==> src/rtl/ffc_pkg.sv <==
package ffc_pkg;

    typedef enum logic [0:0] {
        ST_RUN     = 1'b0,
        ST_RT_WAIT = 1'b1
    } rd_state_e;

    typedef struct packed {
        logic fwft;
        logic rt_zero;
    } mode_t;

endpackage

==> src/rtl/ffc_store.sv <==
module ffc_store #(
    parameter int WIDTH = 16,
    parameter int DEPTH = 16,
    localparam int AW = $clog2(DEPTH)
) (
    input  logic             clk,
    input  logic             we,
    input  logic [AW-1:0]    waddr,
    input  logic [WIDTH-1:0] wdata,
    input  logic [AW-1:0]    raddr,
    output logic [WIDTH-1:0] rdata
);

    logic [WIDTH-1:0] cells [DEPTH];

    always_ff @(posedge clk) begin
        if (we) begin
            cells[waddr] <= wdata;
        end
    end

    assign rdata = cells[raddr];

endmodule

==> src/rtl/ffc_outreg.sv <==
module ffc_outreg #(
    parameter int WIDTH = 16
) (
    input  logic             clk,
    input  logic             mrst_n,
    input  logic             clear,
    input  logic             load,
    input  logic [WIDTH-1:0] din,
    output logic [WIDTH-1:0] q
);

    always_ff @(posedge clk or negedge mrst_n) begin
        if (!mrst_n) begin
            q <= '0;
        end else if (clear) begin
            q <= '0;
        end else if (load) begin
            q <= din;
        end
    end

endmodule

==> src/rtl/ffc_ctrl.sv <==
module ffc_ctrl
    import ffc_pkg::*;
#(
    parameter int DEPTH = 16,
    parameter int CW    = 6,
    localparam int AW   = $clog2(DEPTH)
) (
    input  logic          clk,
    input  logic          mrst_n,
    input  logic          prst_n,
    input  mode_t         mode,
    input  logic          wr_en,
    input  logic          rd_en,
    input  logic          rt_req,
    output logic          wr_ok,
    output logic [AW-1:0] waddr,
    output logic [AW-1:0] raddr,
    output logic          out_load,
    output logic          out_clear,
    output logic [CW-1:0] cnt,
    output logic          ov
);

    rd_state_e     st, st_nx;
    logic [AW-1:0] wp, wp_nx, rp, rp_nx;
    logic [CW-1:0] cnt_nx;
    logic          ov_nx;
    logic          pop, drop_ov;

    // Next-state and datapath control.
    always_comb begin
        st_nx     = st;
        wp_nx     = wp;
        rp_nx     = rp;
        cnt_nx    = cnt;
        ov_nx     = ov;
        pop       = 1'b0;
        drop_ov   = 1'b0;
        wr_ok     = 1'b0;
        out_load  = 1'b0;
        out_clear = 1'b0;
        raddr     = rp;

        if (!prst_n) begin
            st_nx     = ST_RUN;
            wp_nx     = '0;
            rp_nx     = '0;
            cnt_nx    = '0;
            ov_nx     = 1'b0;
            out_clear = 1'b1;
        end else if (rt_req) begin
            rp_nx  = '0;
            cnt_nx = '0;
            ov_nx  = 1'b0;
            if (mode.rt_zero) begin
                st_nx = ST_RUN;
                if (wp != '0) begin
                    raddr    = '0;
                    out_load = 1'b1;
                    rp_nx    = AW'(1);
                    cnt_nx   = CW'(wp) - CW'(1);
                    ov_nx    = mode.fwft;
                end
            end else begin
                st_nx = ST_RT_WAIT;
            end
        end else begin
            unique case (st)
                ST_RT_WAIT: begin
                    wr_ok  = wr_en;
                    cnt_nx = CW'(wp) + CW'(wr_en);
                    st_nx  = ST_RUN;
                end
                ST_RUN: begin
                    if (mode.fwft) begin
                        pop     = (cnt != '0) && (!ov || rd_en);
                        drop_ov = rd_en && ov && (cnt == '0);
                    end else begin
                        pop     = rd_en && (cnt != '0);
                    end
                    wr_ok    = wr_en && ((cnt < CW'(DEPTH)) || pop);
                    out_load = pop;
                    if (pop) begin
                        rp_nx = rp + AW'(1);
                        ov_nx = mode.fwft;
                    end else if (drop_ov) begin
                        ov_nx = 1'b0;
                    end
                    cnt_nx = cnt - CW'(pop) + CW'(wr_ok);
                end
                default: st_nx = ST_RUN;
            endcase
        end

        if (wr_ok) begin
            wp_nx = wp + AW'(1);
        end
    end

    // State register.
    always_ff @(posedge clk or negedge mrst_n) begin
        if (!mrst_n) begin
            st  <= ST_RUN;
            wp  <= '0;
            rp  <= '0;
            cnt <= '0;
            ov  <= 1'b0;
        end else begin
            st  <= st_nx;
            wp  <= wp_nx;
            rp  <= rp_nx;
            cnt <= cnt_nx;
            ov  <= ov_nx;
        end
    end

    assign waddr = wp;

    // occupancy of the array never passes its depth
    a_r8_no_overflow: assert property (@(posedge clk) disable iff (!mrst_n)
        cnt <= CW'(DEPTH));

    // write at full without a read leaves the write side untouched
    a_r8_full_write_dropped: assert property (@(posedge clk) disable iff (!mrst_n)
        (prst_n && !rt_req && st == ST_RUN && !mode.fwft && cnt == CW'(DEPTH)
         && wr_en && !rd_en) |=> (cnt == CW'(DEPTH)) && $stable(wp));

    // read at zero occupancy is ignored
    a_r8_empty_read_ignored: assert property (@(posedge clk) disable iff (!mrst_n)
        (prst_n && !rt_req && st == ST_RUN && !mode.fwft && cnt == '0
         && rd_en && !wr_en) |=> (cnt == '0) && $stable(rp));

    // normal-latency retransmit shows empty and waits one cycle
    a_r9_rt_normal_wait: assert property (@(posedge clk) disable iff (!mrst_n)
        (prst_n && rt_req && !mode.rt_zero) |=>
            (st == ST_RT_WAIT) && (cnt == '0) && (rp == '0) && $stable(wp));

    // zero-latency retransmit consumes location 0 on the same edge
    a_r10_rt_zero_step: assert property (@(posedge clk) disable iff (!mrst_n)
        (prst_n && rt_req && mode.rt_zero && wp != '0) |=>
            (rp == AW'(1)) && (st == ST_RUN) && $stable(wp));

    // partial reset empties the controller
    a_r11_prst_clears: assert property (@(posedge clk) disable iff (!mrst_n)
        !prst_n |=> (cnt == '0) && (wp == '0) && (rp == '0) && !ov);

endmodule

==> src/rtl/ffc_flags.sv <==
module ffc_flags #(
    parameter int DEPTH = 16,
    parameter int CW    = 6
) (
    input  logic          fwft,
    input  logic [CW-1:0] cnt,
    input  logic          ov,
    input  logic [CW-1:0] off_empty,
    input  logic [CW-1:0] off_full,
    output logic          ef_or_n,
    output logic          ff_ir_n,
    output logic          hf_n,
    output logic          pae_n,
    output logic          paf_n
);

    localparam int TW = CW + 2;

    logic [TW-1:0] occ, shift, n_e, m_f;

    always_comb begin
        shift = TW'(fwft);
        occ   = TW'(cnt) + TW'(fwft & ov);
        n_e   = TW'(off_empty);
        m_f   = TW'(off_full);

        ef_or_n = fwft ? ~ov : (cnt != '0);
        ff_ir_n = fwft ? (occ == TW'(DEPTH + 1)) : (cnt != CW'(DEPTH));
        pae_n   = occ > (n_e + shift);
        hf_n    = ~(occ > (TW'(DEPTH / 2) + shift));
        paf_n   = ~((occ + m_f) >= (TW'(DEPTH) + shift));
    end

endmodule

==> src/rtl/fifo_flag_ctrl.sv <==
module fifo_flag_ctrl
    import ffc_pkg::*;
#(
    parameter int WIDTH = 16,
    parameter int DEPTH = 16,
    localparam int AW   = $clog2(DEPTH),
    localparam int CW   = $clog2(2 * DEPTH + 2)
) (
    input  logic             clk,
    input  logic             mrst_n,
    input  logic             prst_n,
    input  logic             cfg_fwft,
    input  logic             rt_lat_sel,
    input  logic             wr_en,
    input  logic [WIDTH-1:0] wr_data,
    input  logic             rd_en,
    input  logic             rt_req,
    input  logic [CW-1:0]    off_empty,
    input  logic [CW-1:0]    off_full,
    output logic [WIDTH-1:0] rd_data,
    output logic             ef_or_n,
    output logic             ff_ir_n,
    output logic             hf_n,
    output logic             pae_n,
    output logic             paf_n
);

    mode_t            mode;
    logic             wr_ok, out_load, out_clear, ov;
    logic [AW-1:0]    waddr, raddr;
    logic [CW-1:0]    cnt;
    logic [WIDTH-1:0] rdata;

    // Mode bits follow the configuration pins while master reset is held.
    always_ff @(posedge clk) begin
        if (!mrst_n) begin
            mode.fwft    <= cfg_fwft;
            mode.rt_zero <= ~rt_lat_sel;
        end
    end

    ffc_store #(.WIDTH(WIDTH), .DEPTH(DEPTH)) u_store (
        .clk   (clk),
        .we    (wr_ok),
        .waddr (waddr),
        .wdata (wr_data),
        .raddr (raddr),
        .rdata (rdata)
    );

    ffc_ctrl #(.DEPTH(DEPTH), .CW(CW)) u_ctrl (
        .clk       (clk),
        .mrst_n    (mrst_n),
        .prst_n    (prst_n),
        .mode      (mode),
        .wr_en     (wr_en),
        .rd_en     (rd_en),
        .rt_req    (rt_req),
        .wr_ok     (wr_ok),
        .waddr     (waddr),
        .raddr     (raddr),
        .out_load  (out_load),
        .out_clear (out_clear),
        .cnt       (cnt),
        .ov        (ov)
    );

    ffc_outreg #(.WIDTH(WIDTH)) u_out (
        .clk    (clk),
        .mrst_n (mrst_n),
        .clear  (out_clear),
        .load   (out_load),
        .din    (rdata),
        .q      (rd_data)
    );

    ffc_flags #(.DEPTH(DEPTH), .CW(CW)) u_flags (
        .fwft      (mode.fwft),
        .cnt       (cnt),
        .ov        (ov),
        .off_empty (off_empty),
        .off_full  (off_full),
        .ef_or_n   (ef_or_n),
        .ff_ir_n   (ff_ir_n),
        .hf_n      (hf_n),
        .pae_n     (pae_n),
        .paf_n     (paf_n)
    );

    // in standard mode the block is never full and empty at once
    a_r4_full_excl_empty: assert property (@(posedge clk) disable iff (!mrst_n)
        !mode.fwft |-> !(!ff_ir_n && !ef_or_n));

    // partial reset keeps the captured mode bits
    a_r11_mode_kept: assert property (@(posedge clk) disable iff (!mrst_n)
        !prst_n |=> $stable(mode));

    // partial reset zeroes the output register
    a_r11_out_zero: assert property (@(posedge clk) disable iff (!mrst_n)
        !prst_n |=> (rd_data == '0));

    // in standard mode the output holds when no read is taken
    a_r1_hold_no_read: assert property (@(posedge clk) disable iff (!mrst_n)
        (!mode.fwft && prst_n && !rt_req && !rd_en) |=> $stable(rd_data));

endmodule

==> config.mk <==
export PLATFORM = sky130hd
export DESIGN_NAME = fifo_flag_ctrl
export DESIGN_NICKNAME = d
export VERILOG_FILES = /design/src/rtl/ffc_pkg.sv /design/src/rtl/ffc_store.sv /design/src/rtl/ffc_outreg.sv /design/src/rtl/ffc_ctrl.sv /design/src/rtl/ffc_flags.sv /design/src/rtl/fifo_flag_ctrl.sv
export SDC_FILE = /design/constraint.sdc
export NUM_CORES = 1
export LEC_CHECK = 0
export ABC_AREA = 1
export BUFFER_PORTS_ARGS = -buffer_cell sky130_fd_sc_hd__buf_2
export CAP_MARGIN = 5
export CELL_PAD_IN_SITES_DETAIL_PLACEMENT = 0
export CELL_PAD_IN_SITES_GLOBAL_PLACEMENT = 2
export CORE_ASPECT_RATIO = 1.75
export CORE_MARGIN = 2
export CORE_UTILIZATION = 45
export DETAILED_ROUTE_END_ITERATION = 10
export GPL_ROUTABILITY_DRIVEN = 0
export HOLD_SLACK_MARGIN = 0.05
export PLACE_DENSITY = 0.83
export SYNTH_ARGS = -nofsm -noshare
export SYNTH_HDL_FRONTEND = slang
export SYNTH_SLANG_ARGS = --single-unit
export TNS_END_PERCENT = 1
==> constraint.sdc <==
create_clock -name clk -period 4.7 [get_ports clk]
set_input_delay 0.235 -clock clk [delete_from_list [all_inputs] [get_ports clk]]
set_output_delay 0.235 -clock clk [all_outputs]
set_load 0.02 [all_outputs]
==> results of run 1 <==
## sequential cells by signal, summed over array words and instances (netlist names)
signal         cells
mode               2
u_ctrl.cnt         6
u_ctrl.ov          1
u_ctrl.rp          4
u_ctrl.st          1
u_ctrl.waddr       4
u_out.q           16
u_store.cells    256
## metal layers
layer,share of wire (%),GRT usage [%],vias up
li1,-,-,4267
met1,41,31.2,4526
met2,52,42.4,239
met3,4.6,2.45,52
met4,2.6,7.36,2
met5,0.019,0,-
## cell usage after synthesis (all sizes together)
library cell / count
a21boi: 16
a21o: 1
a21oi: 16
a31oi: 2
a41oi: 1
buf: 40
clkbuf: 23
clkinv: 1
dfrtp: 32
dlymetal6s2s: 1
edfxtp: 258
fa: 2
ha: 38
inv: 58
nand2: 300
nand3: 295
nand3b: 3
nand4: 3
nor2: 55
nor3: 7
nor3b: 1
nor4: 1
o2111ai: 1
o211ai: 1
o21ai: 18
o21bai: 1
o22ai: 1
o32ai: 1
or2: 2
xnor2: 7
xor2: 10
## worst max-delay path, cell delays in order, from the launching register on
cell and delay, ps:
edfxtp_1 490, nand2_1 110, inv_1 80, ha_1 240
nand2_1 100, xor2_1 200, inv_1 130, ha_1 340
a21oi_1 160, nor2_1 50, nor2_1 140, nand3_1 90
o21ai_0 140, o211ai_1 110, nor2_1 110, buf_2 170
## stage by stage
step	util, %	setup WS (ps)
floorplan	-	1840
global placement	48.2	1680
detailed placement	48.2	1620
CTS	51.2	1210
global route	51.2	942
finish	51.2	1260
## cells by family after synthesis
family	count (synthesis)	share of synthesized area [%]
AO/OA/AOI/OAI	59	2.85
XOR/XNOR	17	1.14
AND/OR/NAND/NOR	667	22.6
adder cells (fa/ha/maj)	40	3.94
buffers and inverters	123	4.24
flip-flops	290	65.3
## path summary, 6_finish.rpt
| path | endpoint | cells after the start |
|---|---|---|
| min reg2reg | u_out.q[14] | 2 |
| max in group asynchronous | u_ctrl.rp[0] | 3 |
| min | u_ctrl.ov | 4 |
| min in group asynchronous | u_out.q[14] | 3 |
| max | paf_n | 15 |
| max reg2reg | u_out.q[9] | 12 |
## repair_timing
action	in CTS	in global routing
hold buffers	4	0
endpoints found under the hold margin	36	0
endpoints found under the setup margin	0	0
## power by group
group | internal, µW | switching, µW | leakage [µW]
clock | 1170 | 915 | 0.000396
sequential | 2880 | 109 | 0.00275
combinational | 442 | 844 | 0.00263
total | 4490 | 1870 | 0.00577
## area by class of cell
cell class | count | share of cell area [%]
Inverter | 59 | 1.51
Clock buffer | 36 | 4.91
Tap cell | 378 | 3.23
Multi-Input combinational cell | 783 | 27.8
Clock inverter | 9 | 0.615
Timing Repair Buffer | 84 | 3.50
Sequential cell | 290 | 58.4
==> results.py, run 1 <==
metrics = {
    "floorplan": {
        "die_h_um": 230,
        "rows": 82,
        "die_w_um": 133,
        "core_area_um2": 28600,
        "die_area_um2": 30500,
        "ios": 57,
        "start_util_pct": 45.8,
    },
    "finish": {
        "fin_nets": 1320,
        "nFillCells": 2566,
        "layout_common_cells": "294 x nand3_1, 293 x nand2_1, 258 x edfxtp_1",
        "layout-drive-gt1-share_pct": 11.7,
        "diodes": 0,
        "area_growth_syn_to_layout_pct": 11.8,
        "final_cells": 1639,
        "seqCellArea_um2": 8550,
        "final_area_um2": 14600,
        "multi_input_area_um2": 4080,
        "layout_commonest_cell": "nand3_1",
    },
    "placement": {
        "dp.cells": 1590,
        "dpl_cell_area_um2": 13800,
        "port_buffers": 56,
        "dp.final_hpwl_um": 20600,
    },
    "global_routing": {
        "grt_max_degree": 79,
        "overflow": 0,
        "grt_pass1_wl_um": 55300,
        "gr-usage-all-layers_pct": 24.0,
        "grt_antenna_before_repair": 1,
        "grt_pass1_vias": 9082,
    },
    "timing": {
        "final-setup-viol-count": 0,
        "hold_viol_final": 0,
        "tns_ps": 0,
        "slew_headroom_pct": 37.3,
        "period_needed_ps": 3440,
        "drv_slew": 0,
        "finClkSkew_ps": 15.9,
        "clock.fmax_mhz": 291,
        "rsz0062_at_grt": "false",
        "fin_crit_sh_pct": 73.2,
        "fin_hold_ws_ps": 66.8,
        "worst_pin_slew_ps": 939,
    },
    "logic_synthesis": {
        "synth_area_leaders": "edfxtp_1 59%, nand3_1 11%, nand2_1 8.5%",
        "syn_area_um2": 13100,
        "synth_seq_area_share_pct": 65.3,
        "syn_inst": 1196,
        "syn_nets": 1272,
        "yosysWarnings": 0,
        "synth_area_per_cell_um2": 11.0,
        "synth_top_area_share_pct": 59.2,
        "synth.distinct_cells": 41,
        "yosysTopAreaCell": "edfxtp_1",
        "synth_seq_cells": 290,
    },
    "critical_path": {
        "arrival_ps": 3200,
        "r2r_start": "u_ctrl.waddr[0]",
        "r2r_slack_ps": 1610,
        "critical_path_class": "reg -> out",
        "worst_ep_required_time_ps": 4470,
        "cp-startpoint": "mode[1]",
        "crit_fanout": 7,
        "start_kind": "flop",
        "endpoint_kind": "output port",
    },
    "cts": {
        "cts_sinks": 290,
        "clock-root-buffer": "clkbuf_16",
        "clock_path_buffers": 3,
        "path_clk_slew_ps": 60,
        "cts_resized": 0,
        "clkLatencyLatePin_ps": 550,
        "cts_buffers": 26,
        "post-cts-setup-buffers": 0,
        "h-tree-depth": 1,
        "cts_tree": "done",
    },
    "drt": {
        "wl_um": 36300,
        "ant_nets": 0,
        "drtIter0Drc": 793,
        "vias": 9086,
        "viasPerCell": 5.54,
        "drt-pass1-iter-count": 5,
        "drc": 0,
        "avgRoutedWirePerCell_um": 22.1,
    },
    "job": {
        "maxCapViolCount": 0,
    },
    "power": {
        "p_leak_uw": 0.00577,
        "peakVddDrop_uv": 375,
        "powerDensity_nw_per_um2": 434,
        "power_uw": 6360,
    },
    "hold_path": {
        "hold_class": "in -> reg",
        "min_from": "rd_en",
    },
    "outcome": {
        "status": "finished, final reports clean",
    },
}
Note: power is estimated with default switching activity, not from simulation.
==> run 2, diff against run 1 <==
--- a/config.mk
+++ b/config.mk
@@ -12,11 +12,11 @@
 export CELL_PAD_IN_SITES_GLOBAL_PLACEMENT = 2
 export CORE_ASPECT_RATIO = 1.75
 export CORE_MARGIN = 2
-export CORE_UTILIZATION = 45
+export CORE_UTILIZATION = 42
 export DETAILED_ROUTE_END_ITERATION = 10
 export GPL_ROUTABILITY_DRIVEN = 0
 export HOLD_SLACK_MARGIN = 0.05
-export PLACE_DENSITY = 0.83
+export PLACE_DENSITY = 0.78
 export SYNTH_ARGS = -nofsm -noshare
 export SYNTH_HDL_FRONTEND = slang
 export SYNTH_SLANG_ARGS = --single-unit
==> constraint.sdc (replaced) <==
create_clock -name clk -period 3.5 [get_ports clk]
set_input_delay 0.175 -clock clk [delete_from_list [all_inputs] [get_ports clk]]
set_output_delay 0.175 -clock clk [all_outputs]
set_load 0.02 [all_outputs]
==> run 2 against run 1 <==
Net effect: final cell count is 2.8% higher; largest cell class unchanged; highest routed layer is now met4; sequential share of layout area decreased by 1.6 points; largest power group unchanged; global-route usage is 1.7 points lower; first-iteration DRC count shrank 18%; flip-flop and latch count stayed put; design area is 2.7% higher; register-to-register slack lost 900 ps; worst hold slack improved by 1.6 ps; core utilization fell by 2.2 points.
==> results.py, run 2 (same netlist as run 1, synthesis figures left out) <==
metrics = {
    "outcome": {
        "status": "finished, final reports clean",
    },
    "cts": {
        "h-tree-depth": 1,
        "cts_buffers": 27,
        "clock-root-buffer": "clkbuf_16",
        "path_clk_slew_ps": 70,
        "clock_path_buffers": 3,
        "clkLatencyLatePin_ps": 540,
        "cts_tree": "done",
        "cts_sinks": 290,
    },
    "critical_path": {
        "cp_cell_sequence": "nand2_1 > inv_1 > ha_2 > nand2_1 > xor2_2 > inv_1 > ha_1 > a21oi_1 > nor2_1 > nor2_2 > nand3_1 > o21ai_0 > o211ai_1 > nor2_1 > buf_2",
        "arrival_ps": 2990,
        "start_kind": "flop",
        "crit_fanout": 5,
        "critical_path_class": "reg -> out",
        "worst_ep_required_time_ps": 3320,
        "worstRegToRegCells": 9,
        "slowest_stage": "dfrtp_1",
        "max_stage_delay_ps": 360,
        "endpoint_kind": "output port",
    },
    "floorplan": {
        "die_w_um": 137,
        "die_h_um": 238,
        "rows": 85,
        "core_area_um2": 30700,
        "ios": 57,
        "start_util_pct": 42.6,
        "die_area_um2": 32700,
    },
    "power": {
        "p_leak_uw": 0.00597,
        "peakVddDrop_uv": 432,
        "powerDensity_nw_per_um2": 583,
    },
    "timing": {
        "tns_ps": 0,
        "slew_headroom_pct": 41.1,
        "fin_hold_ws_ps": 68.4,
        "final-setup-viol-count": 0,
        "rsz0062_at_grt": "false",
        "clock.fmax_mhz": 316,
        "hold_viol_final": 0,
        "drv_slew": 0,
        "fin_crit_sh_pct": 90.3,
        "worst_pin_slew_ps": 883,
        "finClkSkew_ps": 5.81,
        "period_needed_ps": 3160,
    },
    "finish": {
        "largest_reg_flops": 256,
        "area_growth_syn_to_layout_pct": 14.9,
        "layout_common_cells": "294 x nand3_1, 293 x nand2_1, 258 x edfxtp_1",
        "diodes": 0,
        "top_regs": "u_store.cells x256, u_out.q x16, u_ctrl.cnt x6",
        "layout_commonest_cell": "nand3_1",
        "top_register": "u_store.cells",
        "fin_nets": 1350,
        "final_area_um2": 15000,
        "nFillCells": 2822,
        "layout-drive-gt1-share_pct": 13.7,
    },
    "placement": {
        "port_buffers": 56,
        "dpl_cell_area_um2": 14000,
        "dp.final_hpwl_um": 22300,
    },
    "hold_path": {
        "hold_class": "in -> reg",
        "hold_depth": 1,
    },
    "global_routing": {
        "grt_max_degree": 63,
        "overflow": 0,
        "grt_antenna_before_repair": 0,
        "gr-usage-all-layers_pct": 22.3,
        "grt_pass1_wl_um": 54200,
        "grt_pass1_vias": 9037,
    },
    "drt": {
        "vias": 8949,
        "drt-pass1-iter-count": 5,
        "drc": 0,
        "ant_nets": 0,
        "wl_um": 35600,
        "avgRoutedWirePerCell_um": 21.1,
        "viasPerCell": 5.31,
        "drtIter0Drc": 654,
    },
    "job": {
        "maxCapViolCount": 0,
    },
}
-- run 2: cell count changes in the layout (fill, tap and decap cells not counted), sizes merged --
cell         delta
buf            +15
dlygate4sd3    +14
clkinv          +2
clkbuf          -4
inv             +2
clkinvlp        +3
bufinv          +1
-- run 2: final timing paths --
| path | endpoint | slack (ps) | from |
|---|---|---|---|
| max | paf_n | 340 | u_ctrl.ov |
| min | u_store.cells[2][7] | 70 | wr_data[7] |
| max reg2reg | u_store.cells[5][15] | 710 | u_ctrl.cnt[4] |
| min reg2reg | u_out.q[0] | 490 | u_out.q[0] |
| max in group asynchronous | u_ctrl.rp[0] | 2840 | mrst_n |
| min in group asynchronous | u_out.q[13] | 230 | mrst_n |
-- run 2: report_power, final --
group          switching, µW  internal, µW  total (µW)
clock                   1290          1650        2940
sequential               121          3870        3990
combinational           1190           656        1840
total                   2600          6170        8770
-- run 2: worst max-delay path, delay by kind of cell (launching register included) --
family                   cells  cell delay, ps
adder cells (fa/ha/maj)      2             580
AND/OR/NAND/NOR              6             520
AO/OA/AOI/OAI                3             410
buffers and inverters        3             390
flip-flops                   1             360
XOR/XNOR                     1             180
-- run 2: layer usage --
metal	global-route usage, %	up-vias	share of wire [%]
li1	-	4342	-
met2	40.1	200	52
met4	7.31	0	2.9
met5	0	-	0
met1	27.7	4354	41
met3	2.47	53	3.8
-- run 2: per-stage QoR --
| step | power [µW] | setup slack, ps | utilization (%) | std cells |
|---|---|---|---|---|
| finish | 8770 | 339 | 49.0 | 1685 |
| global route | 9200 | 20.0 | 49.0 | 1685 |
| CTS | 8850 | 104 | 48.8 | 1683 |
| detailed placement | 5890 | 666 | 45.4 | 1616 |
| global placement | 5890 | 629 | 45.4 | 1616 |
| floorplan | 5270 | 644 | - | 1196 |
-- run 2: area by class of cell --
type,count,area [µm²],area share [%]
clock buffer,32,694,4.62
clock inverter,17,176,1.17
inverter,59,221,1.47
multi-input combinational,783,4070,27.1
sequential,290,8550,56.8
tap,391,489,3.25
timing repair buffer,113,841,5.59
-- run 2: what timing repair did --
item / CTS / global route
setup endpoints to repair: 0 / 1
hold endpoints to repair: 208 / 0
gates resized for setup: 0 / 4
setup buffers: 0 / 2
hold buffers: 18 / 0
==> run 3, diff against run 2 <==
--- a/config.mk
+++ b/config.mk
@@ -5,18 +5,17 @@
 export SDC_FILE = /design/constraint.sdc
 export NUM_CORES = 1
 export LEC_CHECK = 0
-export ABC_AREA = 1
 export BUFFER_PORTS_ARGS = -buffer_cell sky130_fd_sc_hd__buf_2
 export CAP_MARGIN = 5
 export CELL_PAD_IN_SITES_DETAIL_PLACEMENT = 0
 export CELL_PAD_IN_SITES_GLOBAL_PLACEMENT = 2
 export CORE_ASPECT_RATIO = 1.75
 export CORE_MARGIN = 2
-export CORE_UTILIZATION = 42
+export CORE_UTILIZATION = 45
 export DETAILED_ROUTE_END_ITERATION = 10
 export GPL_ROUTABILITY_DRIVEN = 0
 export HOLD_SLACK_MARGIN = 0.05
-export PLACE_DENSITY = 0.78
+export PLACE_DENSITY = 0.77
 export SYNTH_ARGS = -nofsm -noshare
 export SYNTH_HDL_FRONTEND = slang
 export SYNTH_SLANG_ARGS = --single-unit
==> run 3 against run 2 <==
Net effect: final cell count down 21%; via count down 12%; maximum frequency down 6.7%; global-route usage down 0.44 points; register-to-register slack worse by 230 ps; core utilization up 3.9 points; power up 1.4%; sequential share of layout area up 0.80 points; design area down 1.4%; worst hold slack better by 94 ps; largest cell class unchanged.
==> results.py, run 3 <==
metrics = {
    "finish": {
        "diodes": 0,
        "fin_nets": 1019,
        "final_area_um2": 14800,
        "multi_input_area_um2": 4040,
        "top_register": "u_store.cells",
        "nFillCells": 2381,
        "layout-drive-gt1-share_pct": 20.0,
        "area_growth_syn_to_layout_pct": 15.4,
        "layout_commonest_cell": "edfxtp_1",
        "final_cells": 1338,
        "layout_common_cells": "258 x edfxtp_1, 55 x buf_2, 54 x mux2i_1",
        "top_regs": "u_store.cells x256, u_out.q x16, u_ctrl.cnt x6",
        "seqCellArea_um2": 8550,
        "largest_reg_flops": 256,
    },
    "floorplan": {
        "rows": 81,
        "die_h_um": 228,
        "ios": 57,
        "start_util_pct": 45.8,
        "die_area_um2": 30000,
        "die_w_um": 132,
        "core_area_um2": 28100,
    },
    "critical_path": {
        "endpoint_kind": "output port",
        "r2r_slack_ps": 480,
        "r2r-end": "u_ctrl.cnt[4]",
        "worstRegToRegCells": 13,
        "crit_fanout": 4,
        "r2r_start": "u_ctrl.cnt[5]",
        "arrival_ps": 3210,
        "critPathBufInv": 1,
        "cp_cell_sequence": "and2_1 > ha_2 > xor2_4 > fa_2 > or4b_2 > o21ai_1 > o2111a_1 > buf_4",
        "max_stage_delay_ps": 670,
        "critical_path_class": "reg -> out",
        "worst_ep_required_time_ps": 3320,
        "path_depth": 8,
        "slowest_stage": "or4b_2",
        "crit_family": "simple AND/OR/NAND/NOR gates",
        "start_kind": "flop",
    },
    "cts": {
        "path_clk_slew_ps": 70,
        "h-tree-depth": 1,
        "clock_path_buffers": 3,
        "cts_sinks": 290,
        "cts_buffers": 28,
        "clkLatencyLatePin_ps": 560,
        "clock-root-buffer": "clkbuf_16",
        "cts_tree": "done",
    },
    "drt": {
        "avgRoutedWirePerCell_um": 24.2,
        "drtIter0Drc": 456,
        "viasPerCell": 5.86,
        "ant_nets": 0,
        "drc": 0,
        "wl_um": 32400,
        "drt-pass1-iter-count": 5,
        "vias": 7837,
    },
    "timing": {
        "slew_headroom_pct": 11.5,
        "worst_pin_slew_ps": 1330,
        "drv_slew": 0,
        "rsz0062_at_grt": "false",
        "finClkSkew_ps": 14.6,
        "hold_viol_final": 0,
        "period_needed_ps": 3390,
        "final-setup-viol-count": 0,
        "tns_ps": 0,
        "fin_crit_sh_pct": 96.8,
        "fin_hold_ws_ps": 162,
        "clock.fmax_mhz": 295,
    },
    "logic_synthesis": {
        "synth.distinct_cells": 67,
        "synth-edff-count": 258,
        "synth_area_per_cell_um2": 15.1,
        "syn_inst": 850,
        "syn_area_um2": 12900,
        "synth_top_area_share_pct": 60.2,
        "synthFlopType": "edfxtp_1",
        "synth_seq_area_share_pct": 66.5,
        "syn_nets": 926,
        "synth_area_leaders": "edfxtp_1 60%, dfrtp_1 6.2%, mux2i_1 4.2%",
        "yosysTopAreaCell": "edfxtp_1",
        "yosysWarnings": 0,
        "synth_seq_cells": 290,
        "yosysMostFrequentCell": "edfxtp_1",
        "ys_async_sr_fraction_pct": 11.0,
        "synth_common_cells": "258 x edfxtp_1, 54 x mux2i_1, 50 x nand2_1",
    },
    "global_routing": {
        "grt_pass1_wl_um": 48800,
        "gr-usage-all-layers_pct": 21.9,
        "overflow": 0,
        "grt_pass1_vias": 8305,
        "grt_max_degree": 47,
        "grt_antenna_before_repair": 1,
    },
    "hold_path": {
        "hold_depth": 4,
        "hold_class": "in -> reg",
        "hold_path_end": "u_ctrl.waddr[3]",
        "min_from": "wr_en",
    },
    "placement": {
        "dpl_cell_area_um2": 13600,
        "dp.cells": 1263,
        "port_buffers": 56,
        "dp.final_hpwl_um": 19900,
    },
    "power": {
        "p_leak_uw": 0.00519,
        "power_switching_uw": 2440,
        "p_sw_share_pct": 27.5,
        "p_seq_share_pct": 45.1,
        "intPower_uw": 6450,
        "peakVddDrop_uv": 406,
        "pwr-share-clk_pct": 35.2,
        "p_comb_share_pct": 19.7,
        "powerDensity_nw_per_um2": 599,
    },
    "outcome": {
        "status": "finished, final reports clean",
    },
    "job": {
        "maxCapViolCount": 0,
    },
}
==> run 3: worst max-delay path by stage <==
stage               from    end
2_1_floorplan    mode[1]  paf_n
3_3_place_gp   u_ctrl.ov  paf_n
3_5_place_dp   u_ctrl.ov  paf_n
4_1_cts        u_ctrl.ov  paf_n
5_1_grt        u_ctrl.ov  paf_n
6_report       u_ctrl.ov  paf_n
==> run 3: layer usage <==
metal	wire [µm]	global-route usage [%]	up-vias
li1	-	-	3495
met1	11800	23.9	4031
met2	17800	41.7	234
met4	1500	11.3	0
met3	1390	2.62	77
met5	0	0	-
==> run 3: kinds of logic (layout without fill, tap and decap cells) <==
family          Yosys count  in the layout  share of synthesized area, %
flops                   290            290                          66.5
simple gates            179            179                          7.01
compound gates          172            172                          9.66
mux                      83             83                          8.75
buf+inv                  64            179                          2.61
fa+ha+maj                40             40                          4.01
xor+xnor                 22             22                          1.50
==> run 3: worst reg2reg max path, delay by kind of cell, from the launching register on <==
family,cells,cell delay [ps]
flops,1,380
simple gates,3,540
buf+inv,1,140
xor+xnor,1,140
fa+ha+maj,3,880
compound gates,5,810
==> run 3: area by class of cell <==
| class | instances | area share, % |
|---|---|---|
| Clock buffer | 32 | 4.97 |
| Multi-Input combinational cell | 496 | 27.2 |
| Clock inverter | 20 | 1.48 |
| Timing Repair Buffer | 107 | 5.02 |
| Inverter | 20 | 0.506 |
| Tap cell | 373 | 3.14 |
| Sequential cell | 290 | 57.6 |
==> run 3: metrics by stage <==
step                setup WS (ps)  total power [µW]  util, %
finish                        111              8890     52.9
global route                 3.58              9280     52.9
CTS                          1.80              8930     52.7
detailed placement            484              5770     48.5
global placement              493              5750     48.5
floorplan                     545              5250        -
==> run 3: power by group through the flow <==
stage	clock network (µW)	logic [µW]	registers, µW
after floorplan	0	1180	4070
after global placement	0	1680	4070
after detailed placement	0	1690	4080
after CTS	3180	1740	4010
after global routing	3320	1930	4030
final	3130	1750	4010
==> run 3: what timing repair did <==
| action | CTS | global route |
|---|---|---|
| hold buffers | 22 | 0 |
| gates resized for setup | 5 | 4 |
| endpoints found under the hold margin | 299 | 0 |
| buffers inserted | 0 | 1 |
| setup endpoints to repair | 1 | 1 |
